===== config.mk =====
export PLATFORM = sky130hd
export DESIGN_NAME = lsm_addr_seq
export DESIGN_NICKNAME = d
export VERILOG_FILES = /design/src/rtl/lsm_pkg.sv /design/src/rtl/lsm_span_calc.sv /design/src/rtl/lsm_low_pick.sv /design/src/rtl/lsm_addr_seq.sv
export SDC_FILE = /design/constraint.sdc
export NUM_CORES = 1
export LEC_CHECK = 0
export BUFFER_PORTS_ARGS = -buffer_cell sky130_fd_sc_hd__buf_2
export CAP_MARGIN = 20
export CORE_MARGIN = 2
export CORE_UTILIZATION = 31
export CTS_CLUSTER_DIAMETER = 120
export DETAILED_ROUTE_END_ITERATION = 10
export GPL_ROUTABILITY_DRIVEN = 0
export PLACE_DENSITY_LB_ADDON = 0.1
export SLEW_MARGIN = 20
export SYNTH_ARGS = -nofsm -noshare
export SYNTH_HDL_FRONTEND = slang
export SYNTH_SLANG_ARGS = --single-unit

===== constraint.sdc =====
create_clock -name clk -period 6.85 [get_ports clk]
set_input_delay 0 -clock clk [delete_from_list [all_inputs] [get_ports clk]]
set_output_delay 0 -clock clk [all_outputs]
set_load 0.005 [all_outputs]

===== src/rtl/lsm_pkg.sv =====
package lsm_pkg;
    typedef enum logic [1:0] {
        AM_INC_AFTER  = 2'b00,
        AM_INC_BEFORE = 2'b01,
        AM_DEC_AFTER  = 2'b10,
        AM_DEC_BEFORE = 2'b11
    } addr_mode_e;

    typedef enum logic [1:0] {
        ST_IDLE,
        ST_SETUP,
        ST_XFER,
        ST_FINISH
    } seq_state_e;
endpackage


===== src/rtl/lsm_span_calc.sv =====
module lsm_span_calc #(
    parameter int ADDR_W     = 32,
    parameter int NREG       = 16,
    parameter int WORD_BYTES = 4,
    localparam int CNT_W     = $clog2(NREG + 1)
) (
    input  logic [ADDR_W-1:0]  base,
    input  logic [NREG-1:0]    mask,
    input  lsm_pkg::addr_mode_e mode,
    output logic [ADDR_W-1:0]  first_addr,
    output logic [ADDR_W-1:0]  final_base,
    output logic [CNT_W-1:0]   count
);
    logic [ADDR_W-1:0] span;
    logic              going_down;
    logic              step_first;

    always_comb begin
        count = '0;
        for (int i = 0; i < NREG; i++) begin
            count = count + CNT_W'(mask[i]);
        end
    end

    assign span       = ADDR_W'(count) * ADDR_W'(WORD_BYTES);
    assign going_down = mode[1];
    assign step_first = mode[0];

    always_comb begin
        if (!going_down) begin
            final_base = base + span;
            first_addr = step_first ? base + ADDR_W'(WORD_BYTES) : base;
        end else begin
            final_base = base - span;
            first_addr = step_first ? base - span
                                    : base - span + ADDR_W'(WORD_BYTES);
        end
    end
endmodule


===== src/rtl/lsm_low_pick.sv =====
module lsm_low_pick #(
    parameter int NREG   = 16,
    localparam int IDX_W = $clog2(NREG)
) (
    input  logic [NREG-1:0]  mask,
    output logic [IDX_W-1:0] idx,
    output logic             hit,
    output logic             more
);
    logic [NREG-1:0] sel;

    always_comb begin
        idx = '0;
        hit = 1'b0;
        for (int i = NREG - 1; i >= 0; i--) begin
            if (mask[i]) begin
                idx = IDX_W'(i);
                hit = 1'b1;
            end
        end
    end

    assign sel  = NREG'(1) << idx;
    assign more = |(mask & ~sel);
endmodule


===== src/rtl/lsm_addr_seq.sv =====
module lsm_addr_seq #(
    parameter int ADDR_W     = 32,
    parameter int NREG       = 16,
    parameter int WORD_BYTES = 4,
    localparam int IDX_W     = $clog2(NREG),
    localparam int CNT_W     = $clog2(NREG + 1)
) (
    input  logic              clk,
    input  logic              rst_n,
    input  logic              start_i,
    input  logic [ADDR_W-1:0] base_i,
    input  logic [NREG-1:0]   reg_mask_i,
    input  logic              load_i,
    input  logic [1:0]        mode_i,
    input  logic              wb_en_i,
    output logic              busy_o,
    output logic              req_o,
    output logic [ADDR_W-1:0] req_addr_o,
    output logic [IDX_W-1:0]  req_reg_o,
    output logic              req_load_o,
    input  logic              ack_i,
    output logic              done_o,
    output logic              wb_valid_o,
    output logic [ADDR_W-1:0] wb_value_o
);
    import lsm_pkg::*;

    seq_state_e state_q, state_d;

    logic [ADDR_W-1:0] base_q, addr_q, wbval_q;
    logic [NREG-1:0]   list_q, mask_q;
    addr_mode_e        mode_q;
    logic              load_q, wben_q;

    logic [ADDR_W-1:0] calc_first, calc_final;
    logic [CNT_W-1:0]  calc_count;
    logic [IDX_W-1:0]  pick_idx;
    logic              pick_hit, pick_more;

    lsm_span_calc #(.ADDR_W(ADDR_W), .NREG(NREG), .WORD_BYTES(WORD_BYTES)) u_span (
        .base       (base_q),
        .mask       (list_q),
        .mode       (mode_q),
        .first_addr (calc_first),
        .final_base (calc_final),
        .count      (calc_count)
    );

    lsm_low_pick #(.NREG(NREG)) u_pick (
        .mask (mask_q),
        .idx  (pick_idx),
        .hit  (pick_hit),
        .more (pick_more)
    );

    // next-state logic
    always_comb begin
        state_d = state_q;
        unique case (state_q)
            ST_IDLE:   if (start_i) state_d = ST_SETUP;
            ST_SETUP:  state_d = (calc_count == '0) ? ST_FINISH : ST_XFER;
            ST_XFER:   if (ack_i && !pick_more) state_d = ST_FINISH;
            ST_FINISH: state_d = ST_IDLE;
            default:   state_d = ST_IDLE;
        endcase
    end

    // state register
    always_ff @(posedge clk or negedge rst_n) begin
        if (!rst_n) state_q <= ST_IDLE;
        else        state_q <= state_d;
    end

    // command and walk registers
    always_ff @(posedge clk or negedge rst_n) begin
        if (!rst_n) begin
            base_q  <= '0;
            list_q  <= '0;
            mode_q  <= AM_INC_AFTER;
            load_q  <= 1'b0;
            wben_q  <= 1'b0;
            addr_q  <= '0;
            mask_q  <= '0;
            wbval_q <= '0;
        end else begin
            unique case (state_q)
                ST_IDLE: if (start_i) begin
                    base_q <= base_i;
                    list_q <= reg_mask_i;
                    mode_q <= addr_mode_e'(mode_i);
                    load_q <= load_i;
                    wben_q <= wb_en_i;
                end
                ST_SETUP: begin
                    addr_q  <= calc_first;
                    mask_q  <= list_q;
                    wbval_q <= calc_final;
                end
                ST_XFER: if (ack_i) begin
                    mask_q <= mask_q & ~(NREG'(1) << pick_idx);
                    addr_q <= addr_q + ADDR_W'(WORD_BYTES);
                end
                ST_FINISH: ;
                default: ;
            endcase
        end
    end

    // outputs
    always_comb begin
        busy_o     = 1'b1;
        req_o      = 1'b0;
        done_o     = 1'b0;
        wb_valid_o = 1'b0;
        unique case (state_q)
            ST_IDLE:   busy_o = 1'b0;
            ST_SETUP:  ;
            ST_XFER:   req_o = pick_hit;
            ST_FINISH: begin
                done_o     = 1'b1;
                wb_valid_o = wben_q;
            end
            default:   busy_o = 1'b0;
        endcase
    end

    assign req_addr_o = addr_q;
    assign req_reg_o  = pick_idx;
    assign req_load_o = load_q;
    assign wb_value_o = wbval_q;

    // an unaccepted request keeps its contents
    a_r7_hold_request: assert property (@(posedge clk) disable iff (!rst_n)
        req_o && !ack_i |=> req_o && $stable(req_addr_o) && $stable(req_reg_o)
                            && $stable(req_load_o));

    // next access one word higher
    a_r2_addr_step: assert property (@(posedge clk) disable iff (!rst_n)
        req_o && ack_i |=> !req_o || (req_addr_o == $past(req_addr_o) + ADDR_W'(WORD_BYTES)));

    // register indices rise
    a_r2_reg_rises: assert property (@(posedge clk) disable iff (!rst_n)
        req_o && ack_i |=> !req_o || (req_reg_o > $past(req_reg_o)));

    // update offered only with completion
    a_r9_wb_with_done: assert property (@(posedge clk) disable iff (!rst_n)
        wb_valid_o |-> done_o);

    // completion is a single-cycle pulse followed by idle
    a_r11_done_pulse: assert property (@(posedge clk) disable iff (!rst_n)
        done_o |=> !done_o && !busy_o);

    // no request outside a running command
    a_r10_req_busy: assert property (@(posedge clk) disable iff (!rst_n)
        req_o |-> busy_o);
endmodule


==> load_flow_metrics.sql <==
INSERT INTO impl_metrics (metric_group, metric, value, unit) VALUES
('synth', 'synthCells', '1154', ''),
('flow_run', 'timing.max_cap.violations', '0', ''),
('synth', 'post_synth_fa_ha_maj_area_fraction', '0.0526', ''),
('worst_hold_path', 'min-delay-start', 'ack_i', ''),
('floorplan', 'floorplan.rows', '65', ''),
('synth', 'yosys.area_share.simple', '0.217', ''),
('cells_and_area', 'num-nets-final', '1472', ''),
('setup_path', 'worst_setup_path_endpoint', 'req_addr_o[17]', ''),
('synth', 'netlist_area', '10000', 'um^2'),
('synth', 'yosys_most_used_dff', 'sky130_fd_sc_hd__dfrtp_1', ''),
('sta', 'finalMaxSlewViolations', '0', ''),
('floorplan', 'coreArea', '31700', 'um^2'),
('clocking', 'clkLatencyLatePin', '450', 'ps'),
('sta', 'fin_skew', '13.0', 'ps'),
('synth', 'synth.area.mux_share', '0.104', ''),
('routing', 'drt_iter0_markers', '893', ''),
('sta', 'max_slew.worst_pin.slew', '1020', 'ps'),
('routing', 'drc_errors_left', '0', ''),
('setup_path', 'setup.reg_to_reg.worst_slack', '7', 'ps'),
('cells_and_area', 'diodes', '0', ''),
('synth', 'synth-async-reset-ratio', '1.00', ''),
('setup_path', 'setup.worst_path.start_class', 'flip-flop', ''),
('clocking', 'cts_buf_count', '17', ''),
('placement', 'placed_wire_length_estimate_after_detailed_placement', '26600', 'um'),
('worst_hold_path', 'worstHoldPathType', 'in -> reg', ''),
('grt', 'vias_in_the_first_global_route', '9662', ''),
('grt', 'globalRouteOverflowTotal', '0', ''),
('clocking', 'path_clk_slew', '70', 'ps'),
('sta', 'rsz0062_at_grt', 'true', ''),
('routing', 'dr_total_vias', '9802', ''),
('status', 'run_status', 'complete, no violations', ''),
('synth', 'synth_xor_xnor_area_share', '0.0751', ''),
('synth', 'combinational_family_with_the_most_area_after_synthesis', 'simple AND/OR/NAND/NOR gates', ''),
('cells_and_area', 'mostFrequentLayoutCells', 'sky130_fd_sc_hd__dfrtp_1 (133), sky130_fd_sc_hd__buf_2 (127), sky130_fd_sc_hd__nand2_1 (96), sky130_fd_sc_hd__buf_4 (94), sky130_fd_sc_hd__nor2_1 (86)', ''),
('cells_and_area', 'final_common_cell', 'sky130_fd_sc_hd__dfrtp_1', ''),
('synth', 'yosysWarningCount', '0', ''),
('setup_path', 'timing.critical_path.arrival', '7190', 'ps'),
('grt', 'antenna_violations_before_repair', '0', ''),
('floorplan', 'die_w', '184', 'um'),
('sta', 'number_of_setup_violations_in_the_final_report', '0', ''),
('cells_and_area', 'finalCoreUtilization', '0.413', ''),
('setup_path', 'critical_path_class', 'reg -> reg', ''),
('setup_path', 'max_stage_delay', '590', 'ps'),
('routing', 'count_of_tritonroute_iterations_in_the_first_routing_pass', '5', ''),
('grt', 'grt_max_degree', '93', ''),
('floorplan', 'floorplan.die.height', '184', 'um'),
('synth', 'mean_post_synth_cell_area', '8.69', 'um^2'),
('setup_path', 'cp_endpoint_kind', 'flip-flop', ''),
('clocking', 'cts_root_buf', 'sky130_fd_sc_hd__clkbuf_16', ''),
('floorplan', 'initial_core_util', '0.316', ''),
('setup_path', 'crit_path_start', 'list_q[1]', ''),
('sta', 'final.min_clock_period', '6840', 'ps'),
('sta', 'crit_share_post_route', '0.999', ''),
('synth', 'number_of_flops_mapped_to_enable_cells_by_yosys', '0', ''),
('clocking', 'tritoncts_clock_tree', 'done', ''),
('synth', 'register_area_share_after_synthesis', '0.334', ''),
('routing', 'drt-vias-per-instance', '5.46', ''),
('sta', 'final.hold.worst_slack', '63.4', 'ps'),
('sta', 'maxSlewHeadroom', '0.317', ''),
('cells_and_area', 'drive_gt1_frac', '0.297', ''),
('floorplan', 'die_area', '33800', 'um^2'),
('grt', 'grt_pass1_wl', '57300', 'um'),
('routing', 'routed_wl', '36300', 'um'),
('clocking', 'numClockSinks', '134', ''),
('setup_path', 'critPathMostFrequentCell', 'sky130_fd_sc_hd__fa_1', ''),
('grt', 'all_layer_global_routing_usage', '0.220', ''),
('setup_path', 'cp_data_required_time', '7190', 'ps'),
('clocking', 'h-tree-depth', '4', ''),
('setup_path', 'timing.critical_path.slowest_stage_cell', 'sky130_fd_sc_hd__fa_2', ''),
('routing', 'antenna_violating_nets_post_route', '0', ''),
('clocking', 'deepest_clock_path_buffer_count', '2', '');
[layout make-up]
class | instances | area (um^2) | share of cell area
flip-flops and latches | 134 | 3350 | 0.256
clock inverters | 13 | 121 | 0.00927
multi-input cells | 883 | 6480 | 0.495
repair buffers | 281 | 1950 | 0.149
clock buffers | 19 | 443 | 0.0338
inverters | 64 | 243 | 0.0185
well taps | 402 | 503 | 0.0384
[state kept, by name, summed over array words and instances, names as in the netlist]
register and count:
wb_value_o 32, state_q 2, base_q 32, wben_q 1
req_load_o 1, req_addr_o 32, mode_q 2, list_q 16
mask_q 16
[critical path: cells and delay by family, from the launching register on]
family | cells | cell delay, ps
flops | 1 | 380
buf+inv | 4 | 190
mux | 1 | 170
compound gates | 1 | 150
xor+xnor | 1 | 100
simple gates | 6 | 2210
fa+ha+maj | 8 | 3540
[cells in the mapped netlist (all sizes together), types with 25 or more instances]
cell	number	area (um^2)
a21oi	69	345
xor2	35	307
clkbuf	53	199
nor2	89	334
nor3	41	226
o21ai	50	250
nor4	25	175
xnor2	51	447
inv	64	240
nand2	98	370
dfrtp	134	3350
mux2	74	833
nand3	38	190
[logic make-up after synthesis]
logic type,count (synthesis)
compound gates,251
xor+xnor,86
fa+ha+maj,35
buf+inv,137
flops,134
mux,94
simple gates,417
[through the flow]
step                      cell area (um^2)  cells  TNS (ps)  setup WS (ps)
after floorplan                      10100   1154     -66.4          -33.5
after global placement               11600   1704     -2240           -254
after detailed placement             11600   1704     -3710           -335
after CTS                            12900   1792      -277           -137
after global routing                 13100   1796     -1330           -191
final                                13100   1796         0           6.93
[how the worst min path moves through the flow]
stage / to / slack (ps) / depth (start not counted)
after global placement: wb_value_o[18] / 170 / 1
after CTS: req_addr_o[30] / 50 / 3
after floorplan: base_q[0] / -300 / 0
after global routing: req_addr_o[30] / 80 / 3
after detailed placement: wb_value_o[18] / 160 / 1
final: req_addr_o[30] / 60 / 3
[metal layers]
metal | share of wire | vias to the layer above | global-route usage
met1 | 0.47 | 4798 | 0.316
met2 | 0.44 | 352 | 0.338
li1 | - | 4615 | -
met3 | 0.068 | 37 | 0.0440
met4 | 0.014 | 0 | 0.0550
met5 | 0 | - | 0
[repair_timing]
action	in CTS	in global routing
gates resized for setup	25	41
setup buffers	3	5
hold endpoints to repair	143	0
setup endpoints to repair	20	21
hold buffers	53	0
pin swaps	14	24
Power is not shown: default switching activity piles up to over one toggle a cycle in this logic, so the estimate is an artifact.
